===== config.mk =====
export PLATFORM = sky130hd
export DESIGN_NAME = nfc_a_tag_tx
export DESIGN_NICKNAME = d
export VERILOG_FILES = /design/src/rtl/nfc_a_tx_pkg.sv /design/src/rtl/nfc_a_tx_timer.sv /design/src/rtl/nfc_a_tx_shaper.sv /design/src/rtl/nfc_a_tx_seq.sv /design/src/rtl/nfc_a_tag_tx.sv
export SDC_FILE = /design/constraint.sdc
export NUM_CORES = 1
export LEC_CHECK = 0
export BUFFER_PORTS_ARGS = -buffer_cell sky130_fd_sc_hd__buf_2
export CORE_UTILIZATION = 61
export DETAILED_ROUTE_END_ITERATION = 16
export PLACE_DENSITY = 0.85
export SLEW_MARGIN = 20
export SYNTH_ARGS = -nofsm -noshare
export SYNTH_HDL_FRONTEND = slang
export SYNTH_SLANG_ARGS = --single-unit

===== constraint.sdc =====
create_clock -name clk -period 3.1 [get_ports clk]
set_clock_uncertainty 0.05 [all_clocks]
set_input_delay 0.155 -clock clk [delete_from_list [all_inputs] [get_ports clk]]
set_output_delay 0.155 -clock clk [all_outputs]
set_load 0.03 [all_outputs]

===== src/rtl/nfc_a_tx_pkg.sv =====
package nfc_a_tx_pkg;
  // symbol shapes
  typedef enum logic [1:0] {
    SYM_QUIET  = 2'd0,
    SYM_MARK   = 2'd1,
    SYM_SPACE  = 2'd2
  } sym_t;

  // frame sequencer states
  typedef enum logic [2:0] {
    ST_OFF  = 3'd0,
    ST_LEAD = 3'd1,
    ST_SOF  = 3'd2,
    ST_DATA = 3'd3,
    ST_PAR  = 3'd4,
    ST_TAIL = 3'd5
  } st_t;
endpackage


===== src/rtl/nfc_a_tx_timer.sv =====
module nfc_a_tx_timer #(
  parameter int HALF_TICKS = 8,
  parameter int SYM_HALVES = 16,
  localparam int TICK_W = $clog2(HALF_TICKS),
  localparam int HALF_W = $clog2(SYM_HALVES)
) (
  input  logic              clk,
  input  logic              rst,
  input  logic              ce,
  input  logic              clr,
  input  logic              run,
  output logic [HALF_W-1:0] half,
  output logic              sym_end
);
  logic [TICK_W-1:0] tick;
  logic tick_last, half_last;

  assign tick_last = (tick == TICK_W'(HALF_TICKS - 1));
  assign half_last = (half == HALF_W'(SYM_HALVES - 1));
  assign sym_end   = run && ce && tick_last && half_last;

  always_ff @(posedge clk) begin
    if (rst || clr) begin
      tick <= '0;
      half <= '0;
    end else if (run && ce) begin
      if (tick_last) begin
        tick <= '0;
        half <= half_last ? '0 : half + 1'b1;
      end else begin
        tick <= tick + 1'b1;
      end
    end
  end

  // no progress without a carrier pulse
  assert_hold_no_ce_R2: assert property (@(posedge clk) disable iff (rst)
    (run && !ce && !clr) |=> ($stable(half) && $stable(tick)));
  // half-phase index moves only on the last tick of a half-phase
  assert_half_step_R2: assert property (@(posedge clk) disable iff (rst)
    (run && ce && !clr && !tick_last) |=> $stable(half));
endmodule


===== src/rtl/nfc_a_tx_shaper.sv =====
module nfc_a_tx_shaper
  import nfc_a_tx_pkg::*;
#(
  parameter int SYM_HALVES = 16,
  localparam int HALF_W = $clog2(SYM_HALVES),
  localparam int MID    = SYM_HALVES / 2
) (
  input  logic              clk,
  input  logic              rst,
  input  logic              busy,
  input  sym_t              sym,
  input  logic [HALF_W-1:0] half,
  output logic              mod_out
);
  logic early;
  assign early = (half < HALF_W'(MID));

  always_ff @(posedge clk) begin
    if (rst) begin
      mod_out <= 1'b0;
    end else begin
      unique case (sym)
        SYM_MARK:  mod_out <= busy && early && !half[0];
        SYM_SPACE: mod_out <= busy && !early && !half[0];
        default:   mod_out <= 1'b0;
      endcase
    end
  end

  assert_mark_late_quiet_R3: assert property (@(posedge clk) disable iff (rst)
    (sym == SYM_MARK && half >= HALF_W'(MID)) |=> !mod_out);
  assert_space_early_quiet_R4: assert property (@(posedge clk) disable iff (rst)
    (sym == SYM_SPACE && half < HALF_W'(MID)) |=> !mod_out);
  assert_quiet_sym_R5: assert property (@(posedge clk) disable iff (rst)
    (sym == SYM_QUIET) |=> !mod_out);
  assert_idle_low_R12: assert property (@(posedge clk) disable iff (rst)
    !busy |=> !mod_out);
endmodule


===== src/rtl/nfc_a_tx_seq.sv =====
module nfc_a_tx_seq
  import nfc_a_tx_pkg::*;
#(
  parameter int MAX_BYTES = 32,
  localparam int BITS_W = $clog2(MAX_BYTES * 8 + 1),
  localparam int ADDR_W = $clog2(MAX_BYTES),
  localparam int NB_W   = BITS_W - 3
) (
  input  logic              clk,
  input  logic              rst,
  input  logic              start,
  input  logic [BITS_W-1:0] nbits,
  input  logic [7:0]        data_in,
  input  logic [7:0]        par_in,
  input  logic              sym_end,
  output logic              accept,
  output logic              busy,
  output sym_t              sym,
  output logic [ADDR_W-1:0] byte_addr
);
  st_t               state;
  logic [BITS_W-1:0] nbits_q;
  logic [2:0]        bit_i;
  logic [7:0]        shreg;
  logic              pbit, more;
  logic              short_f;
  logic [NB_W-1:0]   nbytes, next_cnt;
  logic [2:0]        par_pos;

  assign busy     = (state != ST_OFF);
  assign accept   = start && !busy;
  assign short_f  = (nbits_q[BITS_W-1:3] == '0);
  assign nbytes   = nbits_q[BITS_W-1:3];
  assign next_cnt = NB_W'(byte_addr) + NB_W'(1);
  assign par_pos  = 3'd7 - byte_addr[2:0];

  always_comb begin
    unique case (state)
      ST_SOF:  sym = SYM_MARK;
      ST_DATA: sym = shreg[0] ? SYM_MARK : SYM_SPACE;
      ST_PAR:  sym = pbit ? SYM_MARK : SYM_SPACE;
      default: sym = SYM_QUIET;
    endcase
  end

  always_ff @(posedge clk) begin
    if (rst) begin
      state     <= ST_OFF;
      nbits_q   <= '0;
      bit_i     <= '0;
      shreg     <= '0;
      pbit      <= 1'b0;
      more      <= 1'b0;
      byte_addr <= '0;
    end else if (accept) begin
      state     <= ST_LEAD;
      nbits_q   <= nbits;
      bit_i     <= '0;
      byte_addr <= '0;
    end else if (sym_end) begin
      unique case (state)
        ST_LEAD: state <= ST_SOF;
        ST_SOF: begin
          if (nbits_q == '0) begin
            state <= ST_TAIL;
          end else begin
            state <= ST_DATA;
            shreg <= data_in;
            pbit  <= par_in[par_pos];
            bit_i <= '0;
          end
        end
        ST_DATA: begin
          if (short_f) begin
            if (bit_i == nbits_q[2:0] - 3'd1) begin
              state <= ST_TAIL;
            end else begin
              bit_i <= bit_i + 1'b1;
              shreg <= shreg >> 1;
            end
          end else if (bit_i == 3'd7) begin
            state <= ST_PAR;
            if (next_cnt != nbytes) begin
              more      <= 1'b1;
              byte_addr <= byte_addr + 1'b1;
            end else begin
              more <= 1'b0;
            end
          end else begin
            bit_i <= bit_i + 1'b1;
            shreg <= shreg >> 1;
          end
        end
        ST_PAR: begin
          if (more) begin
            state <= ST_DATA;
            shreg <= data_in;
            pbit  <= par_in[par_pos];
            bit_i <= '0;
          end else begin
            state <= ST_TAIL;
          end
        end
        ST_TAIL: state <= ST_OFF;
        default: state <= ST_OFF;
      endcase
    end
  end

  assert_start_ignored_R11: assert property (@(posedge clk) disable iff (rst)
    (start && busy) |=> $stable(nbits_q));
  assert_busy_fall_R10: assert property (@(posedge clk) disable iff (rst)
    $fell(busy) |-> ($past(sym_end) && $past(state) == ST_TAIL));
  assert_addr_bound_R9: assert property (@(posedge clk) disable iff (rst)
    (busy && !short_f) |-> (NB_W'(byte_addr) < nbytes));
endmodule


===== src/rtl/nfc_a_tag_tx.sv =====
module nfc_a_tag_tx
  import nfc_a_tx_pkg::*;
#(
  parameter int MAX_BYTES  = 32,
  parameter int HALF_TICKS = 8,
  parameter int SYM_HALVES = 16,
  localparam int BITS_W = $clog2(MAX_BYTES * 8 + 1),
  localparam int ADDR_W = $clog2(MAX_BYTES),
  localparam int HALF_W = $clog2(SYM_HALVES)
) (
  input  logic              clk,
  input  logic              rst,
  input  logic              ce,
  input  logic              start,
  input  logic [BITS_W-1:0] nbits,
  input  logic [7:0]        data_in,
  input  logic [7:0]        par_in,
  output logic [ADDR_W-1:0] byte_addr,
  output logic              busy,
  output logic              mod_out
);
  logic              accept, sym_end;
  logic [HALF_W-1:0] half;
  sym_t              sym;

  nfc_a_tx_timer #(.HALF_TICKS(HALF_TICKS), .SYM_HALVES(SYM_HALVES)) u_timer (
    .clk(clk), .rst(rst), .ce(ce), .clr(accept), .run(busy),
    .half(half), .sym_end(sym_end)
  );

  nfc_a_tx_seq #(.MAX_BYTES(MAX_BYTES)) u_seq (
    .clk(clk), .rst(rst), .start(start), .nbits(nbits),
    .data_in(data_in), .par_in(par_in), .sym_end(sym_end),
    .accept(accept), .busy(busy), .sym(sym), .byte_addr(byte_addr)
  );

  nfc_a_tx_shaper #(.SYM_HALVES(SYM_HALVES)) u_shaper (
    .clk(clk), .rst(rst), .busy(busy), .sym(sym), .half(half),
    .mod_out(mod_out)
  );
endmodule


# Yosys cells after proc, flatten, opt, wreduce, memory -nomap -nowiden
# Cells that the tools add are included.
[word_totals]
elab_cells = 100
register_bits = 38
[classes]
n_reduce_logical = 27
add_sub_neg = 7
magnitude_cmp = 2
n_eq_ne = 19
bitwise_logic = 2
n_mux = 32
[ops]
columns = ["cell", "count"]
rows = [
  ["$mux 8", 5],
  ["$mux 3", 11],
  ["$pmux 8 s3", 1],
  ["$reduce_and 5->1", 3],
  ["$pmux 3 s4", 1],
  ["$eq 3x3->1 const B", 3],
  ["$logic_not 9->1", 1],
  ["$pmux 3 s3", 1],
  ["$logic_and 1x1->1", 8],
  ["$reduce_and 7->1", 1],
  ["$add 3x1->3 const B", 2],
  ["$add 5x1->6 const B", 1],
  ["$eq 3x2->1 const B", 2],
  ["$logic_not 6->1", 1],
  ["$mux 1", 6],
  ["$ne 3x3->1 const B", 2],
  ["$ne 6x6->1", 1],
  ["$pmux 2 s3", 1],
  ["$reduce_and 3->1", 2],
  ["$reduce_and 6->1", 1],
  ["$reduce_bool 3->1", 2],
  ["$add 5x1->5 const B", 1],
  ["$add 4x1->4 const B", 1],
  ["$eq 4x4->1 const B", 1],
  ["other kinds (24)", 30],
]

# Longest topological paths before layout
# Gate-level depths: netlist of the first run.
[depth]
depth_word = 7
mapped_depth = 11
ltp_nobuf = 8

# Hierarchy
# From an unflattened synthesis of the first run, not the netlist that was laid out.
[unflattened]
cells_unflattened = 260
hier_area_um2 = 2268.4
[modules_own_cells]
columns = ["mod", "instances", "cells_per_inst", "area_each_um2"]
rows = [
  ["nfc_a_tx_seq", 1, 215, 1856.8],
  ["nfc_a_tx_timer", 1, 39, 340.3],
  ["nfc_a_tx_shaper", 1, 6, 71.3],
]

# Least setup slack after synthesis of the first run
# No wires, ideal clock.
[synth_path]
path_kind = "flip-flop to flip-flop"
start = "register u_seq.byte_addr[1]"
end = "register u_seq.byte_addr[0]"
setup_ns = 0.122
t_required_ns = 2.928
slack_ns = 0.978
n_path_buf = 0
period_less_slack_ns = 2.122
t_arrival_ns = 1.951
path_stages_with_launch = 7
path_cell_list = "dfxtp_1 -> ha_1 -> xnor2_1 -> nand2_1 -> nor4b_2 -> a21boi_2 -> mux2i_1"
[synth_between]
elab_chain_len = 3
[synth_lines]
columns = ["item", "line", "text"]
rows = [
  ["start: declaration", "nfc_a_tx_seq.sv:19", "output logic [ADDR_W-1:0] byte_addr"],
  ["start signal: assignment", "nfc_a_tx_seq.sv:85", "byte_addr <= byte_addr + 1'b1;"],
  ["$add 5x1->6", "nfc_a_tx_seq.sv:34", "assign next_cnt = NB_W'(byte_addr) + NB_W'(1);"],
  ["via u_seq.next_cnt[1]", "nfc_a_tx_seq.sv:27", "logic [NB_W-1:0] nbytes, next_cnt;"],
  ["$ne 6x6->1", "nfc_a_tx_seq.sv:83", "if (next_cnt != nbytes) begin"],
  ["$reduce_and 5->1 (no line)", "n/a", ""],
]
# The timed path passes the listed nets, and every way through them passes these cells.
# A chain may end at the register's enable or synchronous reset.

# Worst setup path in the final report of the first run
[layout_path]
start = "register u_seq.state[1]"
end = "register u_seq.shreg[3]"
[layout_between]
elab_chain_len = 5
[layout_lines]
columns = ["item", "line", "text"]
rows = [
  ["start: declaration", "nfc_a_tx_seq.sv:21", "st_t state;"],
  ["start signal: assignment", "nfc_a_tx_seq.sv:48", "state <= ST_OFF;"],
  ["start signal: assignment", "nfc_a_tx_seq.sv:56", "state <= ST_LEAD;"],
  ["start signal: assignment", "nfc_a_tx_seq.sv:62", "ST_LEAD: state <= ST_SOF;"],
  ["parallel branches: the longest is 5 deep, another holds $reduce_and 7->1", "n/a", ""],
  ["end signal: assignment", "nfc_a_tx_seq.sv:68", "shreg <= data_in;"],
  ["end signal: assignment", "nfc_a_tx_seq.sv:79", "shreg <= shreg >> 1;"],
  ["end signal: assignment", "nfc_a_tx_seq.sv:91", "shreg <= shreg >> 1;"],
  ["end: declaration", "nfc_a_tx_seq.sv:24", "logic [7:0] shreg;"],
]
# Parallel ways; which one is timed is not known.

==> results summary, run 1 <==
The average instance in the mapped netlist occupies around 8.5 sq um. The switching power total came out at 241 uW. The area of the placeable core is 3660 sq um.

The worst-case clock buffer depth came out at 2. The flow ran to the end, and the final reports show no timing, DRC or antenna violations. The number of max-slew violations in the final report came out at 0. The mean number of vias per cell is about 5.7.

The setup violation total in the final timing report came out at 0. The tree is rooted in a sky130_fd_sc_hd__clkbuf_8. The total leakage power came out at ~0.0011 uW. The register share of total power came out at 53.3%. In this run, the number of DRC markers left after iteration 0 of detailed routing was 120. The required time reported for the critical path endpoint came out at 3.23 ns. The height of the chip came out at 63.7 microns. The Yosys warning count came out at 0.

The critical path is of the reg -> reg type. The number of max-capacitance violations reported is 0. For the pin with the worst max-slew slack, the measured transition is roughly 0.75 ns.

The count of distinct cell types in the synthesized netlist came out at between 50 and 60. The fraction of the core area covered by cells at the end of the flow is between 70% and 80%. The number of levels the H-tree was split into is 2. Net switching is between 20% and 30% of the power.

The number of port buffers came out at 35. Summed over all instances, the cell type with the most area after synthesis is sky130_fd_sc_hd__dfxtp_1. The horizontal die dimension is roughly 64 microns. For this run, design rule violations remaining after detail routing come to 0. The top achievable clock speed is ~0.42 GHz. After synthesis, the most frequently instantiated cells are sky130_fd_sc_hd__nand2_1 (47), sky130_fd_sc_hd__dfxtp_1 (38), sky130_fd_sc_hd__a21oi_1 (29). The final sum of negative setup slack is 0 ns.

Counting every sink on the clock net gives 38. The sort of element at the start of the critical path is a flip-flop. The tightest min-delay check is of the in -> reg type. The final hold violation count is 0.

For this run, the detailed router's first-pass iteration total came to 5. The number of synthesized flops with an enable pin is 0. Global routing consumed, over all layers together, about 25% of the routing resources.

The smallest clock period supported by the final layout is computed as between 2 and 2.5 ns. The maximum number of pins on one net before global-route repair is 33. The critical path data arrival time is between 2 and 3 ns.

The floorplan row count is 22. The flip-flop and latch count after synthesis is 38. In this run the power density over the cells is 371 nW/um^2. The via count of the first global-routing pass is between 1500 and 2000. By area the synthesized netlist is led by sky130_fd_sc_hd__dfxtp_1 (33%), sky130_fd_sc_hd__nand2_1 (7.6%), sky130_fd_sc_hd__a21oi_1 (6.2%).

Across the VDD grid, the largest voltage drop is around 0.00036 V. Of the cells placed in the final design, the portion with a size suffix greater than 1 is between 20% and 30%. The overall die area is between 4000 and 5000 sq um. In this run the worst path has a maximum fanout of 17. The remaining antenna violation count after routing came out at 0. After routing the design area is ~2600 sq um. The clock share of power came out at a little over a third. The cell area that synthesis handed to floorplanning was 2320 sq um. The clock input transition at the sequential cells of the worst setup and hold paths came out at about 0.07 ns. Routability-driven placement finished with a final weighted congestion of a little under 0.9. The buffers inserted during post-CTS setup optimization came out at 0. The number of nets in the synthesized netlist came out at 309. The net count of the finished layout is approximately 340. The repair_antennas step left the layout with diodes totalling 0.

Setup repair after global routing left no endpoint under its margin. In the synthesized netlist the dominant register cell turns out to be sky130_fd_sc_hd__dfxtp_1. The initial standard-cell utilization of the core came out at between 60% and 70%. The number of buffers inserted during clock tree synthesis is 5.

The count of mapped cells out of synthesis came out at between 200 and 300. The total power of the final layout is around 960 uW. From synthesis to final layout, the design area changed by 11.0%.

The cts-stage hold buffer count is 0. The worst path uses between 70% and 80% of the clock period. The top-level I/O count is 36. The overflow left after global routing is 0. The placed wire-length estimate is ~3.4 mm. The detailed-route wire length came out at ~4.7 mm.

The cell with the most instances after synthesis is sky130_fd_sc_hd__nand2_1. The initial antenna violation count came out at 0. The routed wirelength normalized by instance count came out at 13.4 microns. The total of cells resized after clock tree synthesis came out at 0. The worst max-slew margin expressed relative to the limit is 50.2%.

For the worst-skew pair, the clock arrives at the later sink with an insertion delay of about 0.29 ns. The sort of element at the end of the critical path is a flip-flop. The number of vias in the routed layout came out at between 1500 and 2000.

The first global-routing pass estimated 8.00 mm of wire. The TritonCTS clock tree is done. Combinational logic is responsible for a little under an eighth of the overall power. The total cell area at the placement stage came out at 2500 sq um. The design internal power is approximately 720 uW. Of the synthesized area, sequential elements account for between 30% and 40%. The number of inserted filler cells in the final layout is a little over 300. The fraction of registers with async set or reset after synthesis is 0%.

The share of the synthesized area in the top cell type is 32.7%.
## area by class of cell
cell class              instances  area [sq um]  area share (%)
multi-input cells             213          1460            56.4
flip-flops and latches         38           761            29.5
repair buffers                 39           205            7.96
inverters                       4          15.0           0.582
well taps                      48          60.1            2.33
clock buffers                   6          82.6            3.20
## routing by layer
metal / share of wire (%) / track usage (%) / vias up / routed length, microns
met5: 0 / 0 / - / 0
met4: 0.86 / 7.10 / 0 / 40
met3: 4.0 / 6.52 / 4 / 187
met2: 47 / 39.8 / 41 / 2200
met1: 48 / 33.0 / 924 / 2250
li1: - / - / 1027 / -
## cell families (layout without fill, tap and decap cells)
family	count (synthesis)	count (layout)	synth area share, %
XOR/XNOR	12	12	4.52
adder cells (fa/ha/maj)	8	8	4.31
multiplexers	17	17	9.80
AO/OA/AOI/OAI	60	60	18.8
flip-flops	38	38	32.7
AND/OR/NAND/NOR	116	116	25.1
buffers and inverters	21	49	4.63
## cell usage in the layout, fill, tap and decap left out, drive strengths merged, types with 4 or more instances in the layout
master	n
a21oi	29
buf	39
clkbuf	6
dfxtp	38
ha	8
inv	4
mux2	8
mux2i	7
nand2	47
nand2b	4
nand3	14
nand4	5
nor2	16
nor2b	11
nor3	4
o21ai	9
xnor2	7
xor2	5
## flip-flops by register name, indices dropped and copies added, names as in the netlist
name / cells
u_seq.shreg: 8
u_seq.pbit: 1
u_seq.more: 1
u_seq.nbits_q: 9
u_timer.tick: 3
u_timer.half: 4
u_seq.byte_addr: 5
u_seq.state: 3
u_shaper.mod_out: 1
u_seq.bit_i: 3
## path summary, 6_finish.rpt
kind / from / to / slack [ns] / depth (start not counted)
worst min-delay path: nbits[2] / u_seq.nbits_q[2] / 0.05 / 3
worst max-delay path: u_seq.state[1] / u_seq.shreg[3] / 0.72 / 6
worst max register to register: u_seq.state[1] / u_seq.shreg[3] / 0.72 / 6
worst min register to register: u_timer.tick[2] / u_timer.tick[2] / 0.42 / 2
## worst max-delay path, stage by stage (launching register included)
cell and delay [ns]:
sky130_fd_sc_hd__dfxtp_1 0.55, sky130_fd_sc_hd__nor2b_1 0.18, sky130_fd_sc_hd__buf_4 0.22, sky130_fd_sc_hd__nand2_1 0.07
sky130_fd_sc_hd__buf_4 0.18, sky130_fd_sc_hd__o21ai_2 0.61, sky130_fd_sc_hd__mux2_2 0.40
## per-stage QoR
step	hold WS [ns]	setup WS (ns)	instances
finish	0.0513	0.723	348
detailed placement	0.351	0.747	342
CTS	0.0441	0.744	348
global route	0.0415	0.576	348
floorplan	0.241	0.978	272
global placement	0.346	0.803	342
## power by group through the flow
stage | Sequential (uW) | Clock, uW | Combinational, uW
after global placement | 520 | 0 | 112
after global routing | 511 | 365 | 128
after detailed placement | 521 | 0 | 114
after CTS | 510 | 341 | 115
after floorplan | 517 | 0 | 80.9
final | 510 | 332 | 115
(Power assumes the default switching activity.)
==> inputs of run 2 (changes only) <==
- ABC_AREA: unset -> 1
- CORE_UTILIZATION: 61 -> 57
- PLACE_DENSITY: 0.85 -> 0.8
- clock period: 3.1 -> 2.5 ns (I/O delays scaled with it)
==> results summary, run 2 <==
The flow ran to the end, and the final reports show no timing, DRC or antenna violations. The area of the placeable core is 3800 sq um (+3.8%). The cell area after synthesis came out at 2340 sq um (+0.70%). The initial standard-cell utilization of the core was 61.6% (-1.9 points). The number of synthesized flops with an enable pin is 0 (unchanged). Leaving out fill and tap cells, the most frequent cell in the layout is sky130_fd_sc_hd__nand2_1. The clock sink count came to 38 (unchanged). The placed wire-length estimate was 3.64 mm (+6.9%). The flip-flop and latch count after synthesis came out at 38 (unchanged). The xor/xnor share of the synthesized area is 0.749% (-3.8 points). The initial antenna violation count is 0 (unchanged).

The required time reported for the critical path endpoint came out at 2.63 ns (-0.60 ns). The final hold violation count was 0 (unchanged). The total cell area at the placement stage is 2520 sq um (+0.90%).

The most used flip-flop cell after synthesis is sky130_fd_sc_hd__dfxtp_1. The tree is rooted in a sky130_fd_sc_hd__clkbuf_8. The share of the synthesized area in the top cell type is 32.5% (-0.23 points). The share of post-route cells with drive strength above 1 is 17.5% (-4.5 points). The design internal power came to 862 uW (+20%). The number of DRC violations after detailed routing is 0 (unchanged). The final setup slack of the worst path is 0.490 ns (-0.233 ns). The worst max-slew margin expressed relative to the limit is 63.7% (+14 points). The switching power total is 305 uW (+26%). The via count of the first global-routing pass is 1977 (+13%). The floorplan row count came out at 22 (unchanged).

The number of max-capacitance violations reported is 0 (unchanged). The power per cell area came out at 447 nW/um^2 (+20%). The horizontal die dimension is 66.1 microns (+3.7%). The reg-to-reg setup timing slack came to 0.49 ns (-0.23 ns). The mux cell area share after synthesis is 0% (-9.8 points). The instance count after placement with tap cells included came out at 434 (+27%).

The count of inserted antenna diode cells is 0 (unchanged). The Yosys warning count was 0 (unchanged). The top achievable clock speed is 0.498 GHz (+18%).

The total of cells resized after clock tree synthesis came to 0 (unchanged). The clock network latency to the later pin of the worst-skew pair came out at 0.28 ns (about the same). The number of non-filler instances in the completed layout came to 442 (+27%).

The sort of element at the end of the critical path is a flip-flop. The number of levels the H-tree was split into is 2 (unchanged). The worst setup path is launched from a flip-flop.

The fraction of the mapped netlist area in compound gates came to 14.0% (-4.9 points). The maximum number of pins on one net before global-route repair came to 23 (-30%). Ranked by total cell area, the synthesized netlist is headed by sky130_fd_sc_hd__dfxtp_1 (33%), sky130_fd_sc_hd__nand2_1 (16%), sky130_fd_sc_hd__a21oi_1 (6.8%).

The global-route usage over all layers came out at 24.8% (-0.15 points). The first-pass GRT wire length came out at 8.47 mm (+6.0%). The fraction of registers with async set or reset after synthesis is 0% (unchanged).

The number of vias in the routed layout came out at 2343 (+17%). The final sum of negative setup slack is 0 ns (unchanged). The post-route standard cell area excluding fillers is 2610 sq um (+1.1%). The clock share of power was 34.1% (-0.6 points). Ranked by flip-flop count, first place goes to u_seq.nbits_q. The cell with the most instances after synthesis is sky130_fd_sc_hd__nand2_1. By area, the combinational part of the netlist is dominated by simple AND/OR/NAND/NOR gates.

The clock input transition at the sequential cells of the worst setup and hold paths is 0.07 ns (about the same). The maximum fanout along the worst path came out at 14 (-3). The part of the power in combinational logic came to 12.1% (about the same). The average size of a mapped cell is 6.50 sq um (-24%). The net count of the finished layout came out at 431 (+28%). The violation count after the first detailed-routing iteration is 120 (unchanged).

The commonest cells after synthesis are sky130_fd_sc_hd__nand2_1 (100), sky130_fd_sc_hd__inv_1 (40), sky130_fd_sc_hd__nor2_1 (40). The portion of the post-synthesis area used by sequential elements is 32.5% (-0.23 points). The number of max-slew violations in the final report came out at 0 (unchanged). The min-delay analysis places its worst path in the category in -> reg. The transition time at the pin with the least slew margin came out at 0.543 ns (-0.202 ns). The cell taking the most area after synthesis is sky130_fd_sc_hd__dfxtp_1. The largest registers in the layout are u_seq.nbits_q: 9 flops, u_seq.shreg: 8 flops, u_seq.byte_addr: 5 flops. The count of mapped cells out of synthesis came out at 360 (+32%).

The number of inserted filler cells in the final layout came to 363 (+19%). Leaving out fill and tap cells, the most frequent cells in the layout are sky130_fd_sc_hd__nand2_1 (100), sky130_fd_sc_hd__inv_1 (40), sky130_fd_sc_hd__nor2_1 (40). The post-synthesis to final-layout area growth came out at 11.4%. The top-level I/O count is 36 (unchanged). The kind of critical path is reg -> reg.

The mean number of vias per cell is 5.30 (-7.6%). Setup repair after global routing left no endpoint under its margin. The highest ir drop seen on vdd is 0.000428 V (+19%). The overall die area is 4370 sq um (+7.5%). The overflow left after global routing is 0 (unchanged).

The synthesized-area fraction occupied by adder cells is 4.28% (-0.030 points). The height of the chip came to 66.1 microns (+3.7%). The remaining antenna violation count after routing came to 0 (unchanged). The detailed-route wire length came to 4.94 mm (+5.5%). The worst hold-check slack came to 0.0708 ns (+0.0195 ns). The clock period minus final worst setup slack came out at 2.01 ns (-0.367 ns). The register share of total power came to 53.9% (+0.6 points). The basic-gate share of the synthesized area counting and, or, nand and nor cells came out at 37.3% (+12 points). The worst-case clock buffer depth came out at 2 (unchanged).

The number of detailed-route iterations in the first pass is 7 (+2). The number of nets in the synthesized netlist came out at 397 (+28%). The share of the clock period used by the worst path is 80.4% (+3.7 points). The total leakage power is 0.00133 uW (+26%). The number of port buffers is 35 (unchanged). The setup violation total in the final timing report is 0 (unchanged). The critical path data arrival time came to 2.14 ns (-0.37 ns). TritonCTS built the clock tree. The weighted congestion at the end of routability-driven global placement came out at 0.842 (-4.7%).

The flip-flop count of the largest register, all copies and words added came out at 9 (unchanged). The switching part of the total power came to 26.1% (+0.94 points). The count of distinct cell types in the synthesized netlist is 33 (-39%). The number of buffers inserted during clock tree synthesis came out at 5 (unchanged).

The worst slack after detailed placement is 0.502 ns (-0.244 ns). The routed wirelength normalized by instance count is 11.2 microns (-17%). The buffers inserted during post-CTS setup optimization came out at 0 (unchanged).
## run 2: cell count changes after synthesis, sizes merged, moves of 7 or more
cell,before,now
inv,4,46
nor2,16,46
xnor2,7,0
nand3,14,30
mux2i,7,0
nor2b,11,0
mux2,8,0
o21ai,9,20
nand2,47,105
## run 2: cell families (layout without fill, tap and decap cells)
group	count (synthesis)	count (layout)
flip-flops	38	38
AND/OR/NAND/NOR	193	193
buffers and inverters	60	94
AO/OA/AOI/OAI	59	59
adder cells (fa/ha/maj)	8	8
XOR/XNOR	2	2
## run 2: worst max-delay path: stages (launching register included)
cell and delay [ns]:
sky130_fd_sc_hd__dfxtp_1 0.33, sky130_fd_sc_hd__inv_1 0.07, sky130_fd_sc_hd__ha_1 0.30, sky130_fd_sc_hd__xor2_1 0.14
sky130_fd_sc_hd__nand4_1 0.16, sky130_fd_sc_hd__nor2_1 0.08, sky130_fd_sc_hd__nor2_2 0.30, sky130_fd_sc_hd__buf_4 0.26
sky130_fd_sc_hd__nand3_1 0.09, sky130_fd_sc_hd__nand2_1 0.09, sky130_fd_sc_hd__nor2_1 0.04
## run 2: stage by stage
step / utilization (%) / power, uW
2_1_floorplan: - / 736
3_5_place_dp: 66.3 / 781
6_report: 68.6 / 1170
3_3_place_gp: 66.3 / 778
4_1_cts: 68.6 / 1170
5_1_grt: 68.6 / 1210
## run 2: final cells by class
cell class              instances  area (sq um)  share of cell area (%)
clock inverters                 2          10.0                   0.384
inverters                      47           176                    6.77
well taps                      48          60.1                    2.30
flip-flops and latches         38           761                    29.2
clock buffers                   5          68.8                    2.64
multi-input cells             262          1320                    50.5
repair buffers                 40           215                    8.25
## run 2: path summary, 6_finish.rpt
path,from,cells after the start,to
max reg2reg,u_seq.nbits_q[0],10,u_seq.shreg[5]
min reg2reg,u_seq.nbits_q[1],2,u_seq.nbits_q[1]
max,u_seq.nbits_q[0],10,u_seq.shreg[5]
min,nbits[3],3,u_seq.nbits_q[3]
## run 2: layer usage
| layer | global-route usage, % | vias to the layer above | part of all wire [%] | wire [microns] |
|---|---|---|---|---|
| met2 | 38.3 | 65 | 44 | 2180 |
| met3 | 4.31 | 4 | 5.6 | 275 |
| li1 | - | 1222 | - | - |
| met5 | 0 | - | 0 | 0 |
| met1 | 35.4 | 1052 | 49 | 2440 |
| met4 | 6.65 | 0 | 0.81 | 40 |
## run 2: repair_timing
item	in CTS	in global routing
endpoints found under the hold margin	2	0
endpoints found under the setup margin	0	0
hold buffers	1	0
## run 2: power groups by stage
stage	sequential (uW)	combinational (uW)	clock, uW
2_1_floorplan	640	96.2	0
3_3_place_gp	642	137	0
3_5_place_dp	642	139	0
4_1_cts	628	141	403
5_1_grt	630	160	425
6_report	628	141	397
